## src/rtl/ide_dma_seq_pkg.sv

```systemverilog
package ide_dma_seq_pkg;

  typedef enum logic [1:0] {
    CODE_WAIT = 2'd0,
    CODE_NEXT = 2'd1,
    CODE_FIN  = 2'd2,
    CODE_FAIL = 2'd3
  } piece_code_e;

  typedef enum logic {
    SQ_IDLE = 1'b0,
    SQ_BUSY = 1'b1
  } sq_state_e;

  localparam int unsigned DISK_SHIFT = 9;
  localparam int unsigned OPT_SHIFT  = 11;

  localparam logic [7:0] STS_DISK_OK = 8'h50;
  localparam logic [7:0] STS_OPT_OK  = 8'h40;
  localparam logic [7:0] STS_FAULT   = 8'h41;

endpackage

```

## src/rtl/ide_dma_seq_track.sv

```systemverilog
module ide_dma_seq_track #(
  parameter int unsigned SEC_W  = 8,
  parameter int unsigned PKT_W  = 16,
  parameter int unsigned LEN_W  = 16,
  parameter int unsigned LBA_W  = 20,
  parameter int unsigned SIZE_W = 17,
  parameter int unsigned IDX_W  = 18
) (
  input  logic              clk,
  input  logic              rst_n,
  input  logic              load_i,
  input  logic              opt_i,
  input  logic [SEC_W-1:0]  sec_i,
  input  logic [PKT_W-1:0]  pkt_i,
  input  logic [LBA_W-1:0]  lba_i,
  input  logic              step_i,
  input  logic [LEN_W-1:0]  step_len_i,
  input  logic              stop_i,
  output logic [SIZE_W-1:0] rem_o,
  output logic [SIZE_W-1:0] rem_left_o,
  output logic [IDX_W-1:0]  idx_o,
  output logic [LBA_W-1:0]  lba_o,
  output logic              opt_o,
  output logic              act_o
);
  logic [SIZE_W-1:0] rem_q, rem_d;
  logic [IDX_W-1:0]  idx_q, idx_d;
  logic [LBA_W-1:0]  lba_q, lba_d;
  logic              opt_q, opt_d, act_q, act_d, en;
  logic [SIZE_W-1:0] len_ext;

  always_comb begin
    len_ext    = SIZE_W'(step_len_i);
    rem_left_o = (len_ext >= rem_q) ? '0 : rem_q - len_ext;
  end

  always_comb begin
    en    = load_i | step_i | stop_i;
    rem_d = rem_q;
    idx_d = idx_q;
    lba_d = lba_q;
    opt_d = opt_q;
    act_d = act_q;
    if (load_i) begin
      rem_d = opt_i ? SIZE_W'(pkt_i) : SIZE_W'({sec_i, 9'd0});
      idx_d = '0;
      lba_d = lba_i;
      opt_d = opt_i;
      act_d = 1'b1;
    end else begin
      if (step_i) begin
        rem_d = rem_left_o;
        idx_d = idx_q + IDX_W'(step_len_i);
      end
      if (stop_i) act_d = 1'b0;
    end
  end

  always_ff @(posedge clk or negedge rst_n) begin
    if (!rst_n) begin
      rem_q <= '0;
      idx_q <= '0;
      lba_q <= '0;
      opt_q <= 1'b0;
      act_q <= 1'b0;
    end else if (en) begin
      rem_q <= rem_d;
      idx_q <= idx_d;
      lba_q <= lba_d;
      opt_q <= opt_d;
      act_q <= act_d;
    end
  end

  assign rem_o = rem_q;
  assign idx_o = idx_q;
  assign lba_o = lba_q;
  assign opt_o = opt_q;
  assign act_o = act_q;
endmodule

```

## src/rtl/ide_dma_seq_addr.sv

```systemverilog
module ide_dma_seq_addr
  import ide_dma_seq_pkg::*;
#(
  parameter int unsigned LEN_W  = 16,
  parameter int unsigned LBA_W  = 20,
  parameter int unsigned SIZE_W = 17,
  parameter int unsigned IDX_W  = 18,
  parameter int unsigned OFF_W  = 32
) (
  input  logic              opt_i,
  input  logic [LBA_W-1:0]  lba_i,
  input  logic [IDX_W-1:0]  idx_i,
  input  logic [SIZE_W-1:0] rem_i,
  input  logic [LEN_W-1:0]  len_i,
  output logic [OFF_W-1:0]  offset_o,
  output logic              raw_o,
  output logic [LEN_W-1:0]  copy_len_o
);
  logic [OFF_W-1:0]  base;
  logic [SIZE_W-1:0] len_ext;

  always_comb begin
    base       = opt_i ? (OFF_W'(lba_i) << OPT_SHIFT) : (OFF_W'(lba_i) << DISK_SHIFT);
    offset_o   = base + OFF_W'(idx_i);
    raw_o      = opt_i & (&lba_i);
    len_ext    = SIZE_W'(len_i);
    copy_len_o = (len_ext <= rem_i) ? len_i : LEN_W'(rem_i);
  end
endmodule

```

## src/rtl/ide_dma_seq_stat.sv

```systemverilog
module ide_dma_seq_stat (
  input  logic       clk,
  input  logic       rst_n,
  input  logic       set_i,
  input  logic [7:0] code_i,
  input  logic       rd_i,
  output logic [7:0] status_o,
  output logic       irq_o
);
  logic [7:0] sts_q, sts_d;
  logic       irq_q, irq_d;

  always_comb begin
    sts_d = set_i ? code_i : sts_q;
    irq_d = set_i ? 1'b1 : (rd_i ? 1'b0 : irq_q);
  end

  always_ff @(posedge clk or negedge rst_n) begin
    if (!rst_n) begin
      sts_q <= 8'h00;
      irq_q <= 1'b0;
    end else begin
      if (set_i) sts_q <= sts_d;
      if (set_i | rd_i) irq_q <= irq_d;
    end
  end

  assign status_o = sts_q;
  assign irq_o    = irq_q;
endmodule

```

## src/rtl/ide_dma_seq.sv

```systemverilog
module ide_dma_seq
  import ide_dma_seq_pkg::*;
#(
  parameter int unsigned SEC_W  = 8,
  parameter int unsigned PKT_W  = 16,
  parameter int unsigned LEN_W  = 16,
  parameter int unsigned LBA_W  = 20,
  parameter int unsigned ADDR_W = 32,
  localparam int unsigned SIZE_W = ((SEC_W + 9) > PKT_W) ? (SEC_W + 9) : PKT_W,
  localparam int unsigned IDX_W  = SIZE_W + 1,
  localparam int unsigned OFF_W  = LBA_W + OPT_SHIFT + 1
) (
  input  logic              clk,
  input  logic              rst_n,
  input  logic              start_i,
  input  logic              optical_i,
  input  logic [SEC_W-1:0]  sectors_i,
  input  logic [PKT_W-1:0]  packet_bytes_i,
  input  logic [LBA_W-1:0]  lba_i,
  input  logic              chunk_valid_i,
  output logic              chunk_ready_o,
  input  logic [ADDR_W-1:0] chunk_addr_i,
  input  logic [LEN_W-1:0]  chunk_len_i,
  output logic              chunk_done_o,
  output logic [1:0]        chunk_code_o,
  output logic              io_req_o,
  output logic              io_copy_o,
  output logic [ADDR_W-1:0] io_addr_o,
  output logic [OFF_W-1:0]  io_offset_o,
  output logic [LEN_W-1:0]  io_len_o,
  input  logic              io_done_i,
  input  logic              io_err_i,
  output logic [7:0]        status_o,
  output logic              irq_o,
  input  logic              status_rd_i
);
  sq_state_e         state_q, state_d;
  logic              req_q, req_d, copy_q, copy_d, done_q, done_d;
  piece_code_e       code_q, code_d;
  logic [ADDR_W-1:0] addr_q, addr_d;
  logic [OFF_W-1:0]  off_q, off_d;
  logic [LEN_W-1:0]  len_q, len_d;

  logic              load, step, stop, fin, take, idle;
  logic [7:0]        fin_code;
  logic [SIZE_W-1:0] rem, rem_left;
  logic [IDX_W-1:0]  idx;
  logic [LBA_W-1:0]  lba;
  logic              opt, act, raw;
  logic [OFF_W-1:0]  offset;
  logic [LEN_W-1:0]  copy_len;

  ide_dma_seq_track #(
    .SEC_W(SEC_W), .PKT_W(PKT_W), .LEN_W(LEN_W), .LBA_W(LBA_W),
    .SIZE_W(SIZE_W), .IDX_W(IDX_W)
  ) u_track (
    .clk(clk), .rst_n(rst_n), .load_i(load), .opt_i(optical_i),
    .sec_i(sectors_i), .pkt_i(packet_bytes_i), .lba_i(lba_i),
    .step_i(step), .step_len_i(len_q), .stop_i(stop),
    .rem_o(rem), .rem_left_o(rem_left), .idx_o(idx), .lba_o(lba),
    .opt_o(opt), .act_o(act)
  );

  ide_dma_seq_addr #(
    .LEN_W(LEN_W), .LBA_W(LBA_W), .SIZE_W(SIZE_W), .IDX_W(IDX_W), .OFF_W(OFF_W)
  ) u_addr (
    .opt_i(opt), .lba_i(lba), .idx_i(idx), .rem_i(rem), .len_i(chunk_len_i),
    .offset_o(offset), .raw_o(raw), .copy_len_o(copy_len)
  );

  ide_dma_seq_stat u_stat (
    .clk(clk), .rst_n(rst_n), .set_i(fin), .code_i(fin_code),
    .rd_i(status_rd_i), .status_o(status_o), .irq_o(irq_o)
  );

  assign idle          = (state_q == SQ_IDLE);
  assign chunk_ready_o = idle & ~start_i;

  always_comb begin
    state_d  = state_q;
    req_d    = req_q;
    copy_d   = copy_q;
    addr_d   = addr_q;
    off_d    = off_q;
    len_d    = len_q;
    code_d   = code_q;
    done_d   = 1'b0;
    step     = 1'b0;
    stop     = 1'b0;
    fin      = 1'b0;
    fin_code = opt ? STS_OPT_OK : STS_DISK_OK;
    load     = idle & start_i;
    take     = chunk_valid_i & chunk_ready_o;

    unique case (state_q)
      SQ_IDLE: begin
        if (take) begin
          if (!act) begin
            done_d = 1'b1;
            code_d = CODE_WAIT;
          end else if (rem == '0) begin
            done_d = 1'b1;
            code_d = CODE_FIN;
            stop   = 1'b1;
            fin    = 1'b1;
          end else if (chunk_len_i == '0) begin
            done_d = 1'b1;
            code_d = CODE_NEXT;
          end else begin
            req_d   = 1'b1;
            addr_d  = chunk_addr_i;
            state_d = SQ_BUSY;
            copy_d  = raw;
            off_d   = raw ? '0 : offset;
            len_d   = raw ? copy_len : chunk_len_i;
          end
        end
      end
      SQ_BUSY: begin
        if (io_err_i) begin
          req_d    = 1'b0;
          state_d  = SQ_IDLE;
          done_d   = 1'b1;
          code_d   = CODE_FAIL;
          stop     = 1'b1;
          fin      = 1'b1;
          fin_code = STS_FAULT;
        end else if (io_done_i) begin
          req_d   = 1'b0;
          state_d = SQ_IDLE;
          done_d  = 1'b1;
          if (copy_q) begin
            code_d = CODE_FIN;
            stop   = 1'b1;
            fin    = 1'b1;
          end else begin
            step = 1'b1;
            if (rem_left == '0) begin
              code_d = CODE_FIN;
              stop   = 1'b1;
              fin    = 1'b1;
            end else begin
              code_d = CODE_NEXT;
            end
          end
        end
      end
      default: state_d = SQ_IDLE;
    endcase
  end

  always_ff @(posedge clk or negedge rst_n) begin
    if (!rst_n) begin
      state_q <= SQ_IDLE;
      req_q   <= 1'b0;
      copy_q  <= 1'b0;
      addr_q  <= '0;
      off_q   <= '0;
      len_q   <= '0;
      code_q  <= CODE_WAIT;
      done_q  <= 1'b0;
    end else begin
      state_q <= state_d;
      req_q   <= req_d;
      done_q  <= done_d;
      code_q  <= code_d;
      if (take) begin
        copy_q <= copy_d;
        addr_q <= addr_d;
        off_q  <= off_d;
        len_q  <= len_d;
      end
    end
  end

  assign io_req_o     = req_q;
  assign io_copy_o    = copy_q;
  assign io_addr_o    = addr_q;
  assign io_offset_o  = off_q;
  assign io_len_o     = len_q;
  assign chunk_done_o = done_q;
  assign chunk_code_o = code_q;
endmodule

```

## config.mk

```make
export PLATFORM = sky130hd
export DESIGN_NAME = ide_dma_seq
export DESIGN_NICKNAME = d
export VERILOG_FILES = /design/src/rtl/ide_dma_seq_pkg.sv /design/src/rtl/ide_dma_seq_track.sv /design/src/rtl/ide_dma_seq_addr.sv /design/src/rtl/ide_dma_seq_stat.sv /design/src/rtl/ide_dma_seq.sv
export SDC_FILE = /design/constraint.sdc
export NUM_CORES = 1
export LEC_CHECK = 0
export ABC_AREA = 1
export BUFFER_PORTS_ARGS = -buffer_cell sky130_fd_sc_hd__buf_2
export CORE_MARGIN = 4
export CORE_UTILIZATION = 60
export CTS_CLUSTER_DIAMETER = 150
export DETAILED_ROUTE_END_ITERATION = 8
export PLACE_DENSITY_LB_ADDON = 0.1
export SLEW_MARGIN = 20
export SYNTH_ARGS = -nofsm -noshare
export SYNTH_HDL_FRONTEND = slang
export SYNTH_SLANG_ARGS = --single-unit
```

## constraint.sdc

```tcl
create_clock -name clk -period 7 [get_ports clk]
set_clock_uncertainty 0.15 [all_clocks]
set_input_delay 2.1 -clock clk [delete_from_list [all_inputs] [get_ports clk]]
set_output_delay 2.1 -clock clk [all_outputs]
set_load 0.01 [all_outputs]
```

==> flow_summary.toml <==
[logic_synthesis]
synth_common_cells = "406 x nand2_1, 148 x inv_1, 147 x dfrtp_1"
avgSynthCellArea_um2 = 7.316
async_reset_ff_frac = 1.000
synth.top_cell.area_share = 0.3944
synth_area_leader_cell = "dfrtp_1"
ys.flop_type = "dfrtp_1"
yosys.cell_types.count = 51
synth_seq_area_share = 0.3944
syn_inst = 1275
yosysWarnings = 0
synth_area_leaders = "dfrtp_1 39%, nand2_1 16%, ha_1 7.6%, o21ai_0 6.1%, inv_1 6.0%"
yosysMostFrequentCell = "nand2_1"
ys_ff_latch = 147
synth_edf_count = 0
mappedNetlistArea_um2 = 9328

[clock_network]
cts.sinks = 147
cts_root_buffer = "clkbuf_16"
h-tree-depth = 4
worstSkewPairLatency_ps = 440
clk_pin_slew_worst_paths_ps = 70
numCtsBuffers = 17
clockBufferDepth = 2
cts_post_setup_buffers_inserted = 0
cts_tree = "yes"
cts_hold_buf = 0
ctsResizeCount = 0

[power_and_ir_drop]
power_frac_seq = 0.299
p_total_w = 0.003922
p_leak_nw = 5.936
pwr_density_cell_nw_per_um2 = 356.6
pwr-share-clk = 0.238
p_sw_w = 0.001758
pwr-share-comb = 0.463
p_sw_frac = 0.4482
internal-power_w = 0.002164
peakVddDrop_uv = 204.2

[run_status]
status = "complete, no violations"

[drt]
antenna_left = 0
drt_pass1_iterations = 5
avgRoutedWirePerCell_um = 16.38
dr_total_vias = 9211
drtIter0Drc = 712
post-route-drc-count = 0
vias_per_cell = 5.582
wl_um = 27030

[global_routing]
grt_use_total = 0.3068
gr-total-overflow = 0
use_met3 = 0.07605
grt_pass1_vias = 8836
grt_pass1_wl_um = 43700
antenna_found_initial = 1
use_met1 = 0.4226
busiest_layer = "met2"
met2_usage = 0.4776
grt_max_degree = 107

[cells_and_area]
layout-drive-gt1-share = 0.1799
fin_nets = 1609
area.growth.synth_to_final_pct = 17.92
ff_latch_area_um2 = 3679
final_area_um2 = 11000
multi_input_area_um2 = 4908
n_fill_cell = 1261
antennaDiodeCount = 0

[sta]
finalSetupViolCount = 0
relSlewSlack = 0.3413
report.final.hold_viol_count = 0
finalCritPeriodShare = 0.6992
rsz0062_at_grt = "false"
setup_tns_ps = 0
min_period_ps = 4894
slew_violations = 0
fmax_ghz = 0.2043
tightestPinTransition_ps = 988.1

[worst_setup_path]
r2r_cells = 11
critPathRequiredTime_ps = 7170
end_kind = "register"
reg2reg_to = "io_offset_o[25]"
rrSetupSlack_ps = 3340
crit_arrival_ps = 5070
crit_fanout = 34
startpoint_type = "input port"
reg2reg_from = "u_track.rem_o[16]"
path_class = "in2reg"

[floorplanning]
core_um2 = 15200
initial_core_util = 0.6136
die_w_um = 132.7
io_pins = 195
die_area_um2 = 17610
num_rows = 45
dieHeight_um = 132.7

[placed_design]
portBuffers = 189
gp_congestion = 0.9946
placed_area_um2 = 10390
dp_hpwl_um = 20600

[run]
drv_cap = 0

[min_path]
min_delay_path_depth = 2
min_to = "u_stat.status_o[6]"
hold_path.class = "reg2reg"
min_from = "u_stat.status_o[6]"
worst max path at each step:
| stage | startpoint | endpoint | slack [ps] | depth (start not counted) |
|---|---|---|---|---|
| 6_report | chunk_len_i[14] | io_offset_o[25] | 2110 | 10 |
| 5_1_grt | chunk_len_i[15] | io_offset_o[18] | 1750 | 10 |
| 4_1_cts | io_err_i | u_track.rem_o[16] | 1950 | 7 |
| 3_5_place_dp | io_err_i | u_track.rem_o[16] | 1490 | 7 |
| 3_3_place_gp | io_err_i | u_track.rem_o[16] | 1620 | 7 |
| 2_1_floorplan | start_i | chunk_ready_o | 2460 | 1 |
critical path: stages:
cell	delay (ps)
buf_2	120
nor4_1	640
a41oi_1	220
nand2_1	190
nor2_4	160
buf_4	250
nand2_1	610
inv_1	470
o211ai_1	230
nand2_1	70
layout by cell type, fill, tap and decap left out, drive strengths merged, types with 2 or more instances in the layout:
cell type,Yosys,routed
a21boi,2,2
a21o,5,5
a21oi,83,83
a221oi,3,3
a22oi,12,12
a31oi,2,2
a41oi,2,2
and2,2,2
buf,17,196
clkbuf,28,17
clkinv,1,3
conb,1,5
dfrtp,147,147
fa,3,3
ha,57,57
inv,151,162
nand2,415,415
nand3,64,64
nand3b,3,3
nand4,16,16
nor2,71,71
nor3,11,11
nor4,9,9
o2111ai,3,3
o211ai,5,5
o21ai,126,126
o21bai,4,4
o22ai,7,7
o31ai,3,3
or2,4,4
xnor2,3,3
xor2,10,10
stage by stage:
step / setup WS [ps] / instances / hold slack (ps) / utilization
2_1_floorplan: 2464 / 1279 / 325.4 / -
3_3_place_gp: 1624 / 1618 / 294.8 / 0.6831
3_5_place_dp: 1492 / 1618 / 303.3 / 0.6831
4_1_cts: 1950 / 1650 / 322.1 / 0.7227
5_1_grt: 1745 / 1650 / 339.8 / 0.7235
6_report: 2106 / 1650 / 314.1 / 0.7235
flip-flops by register name, summed over array words and instances (netlist names), 2 cells and up:
name and flops:
io_addr_o 32, io_offset_o 32, u_track.lba_o 20, u_track.idx_o 18, u_track.rem_o 17, io_len_o 16, u_stat.status_o 3, chunk_code_o 2
final cells by class:
type	instances	share of cell area
well taps	188	0.02139
flip-flops and latches	147	0.3344
repair buffers	196	0.09134
multi-input cells	935	0.4463
inverters	152	0.05187
clock inverters	15	0.01604
clock buffers	17	0.03868
power groups by stage:
stage	Clock, W	Combinational (W)	Sequential [W]
2_1_floorplan	0	0.00122	0.00120
3_3_place_gp	0	0.00175	0.00118
3_5_place_dp	0	0.00178	0.00118
4_1_cts	0.000941	0.00179	0.00117
5_1_grt	0.000981	0.00204	0.00120
6_report	0.000932	0.00182	0.00117
kinds of logic after synthesis:
kind of cell,synth area share
compound gates,0.1565
xor+xnor,0.01221
fa+ha+maj,0.08290
buf+inv,0.08357
flops,0.3944
mux,0.001207
other cells,0.0004020
simple gates,0.2688
layer usage:
layer	share of wire	vias up
met1	0.44	4252
met3	0.086	48
li1	-	4523
met5	0.00026	-
met2	0.45	386
met4	0.021	2
(Power assumes the default switching activity.)
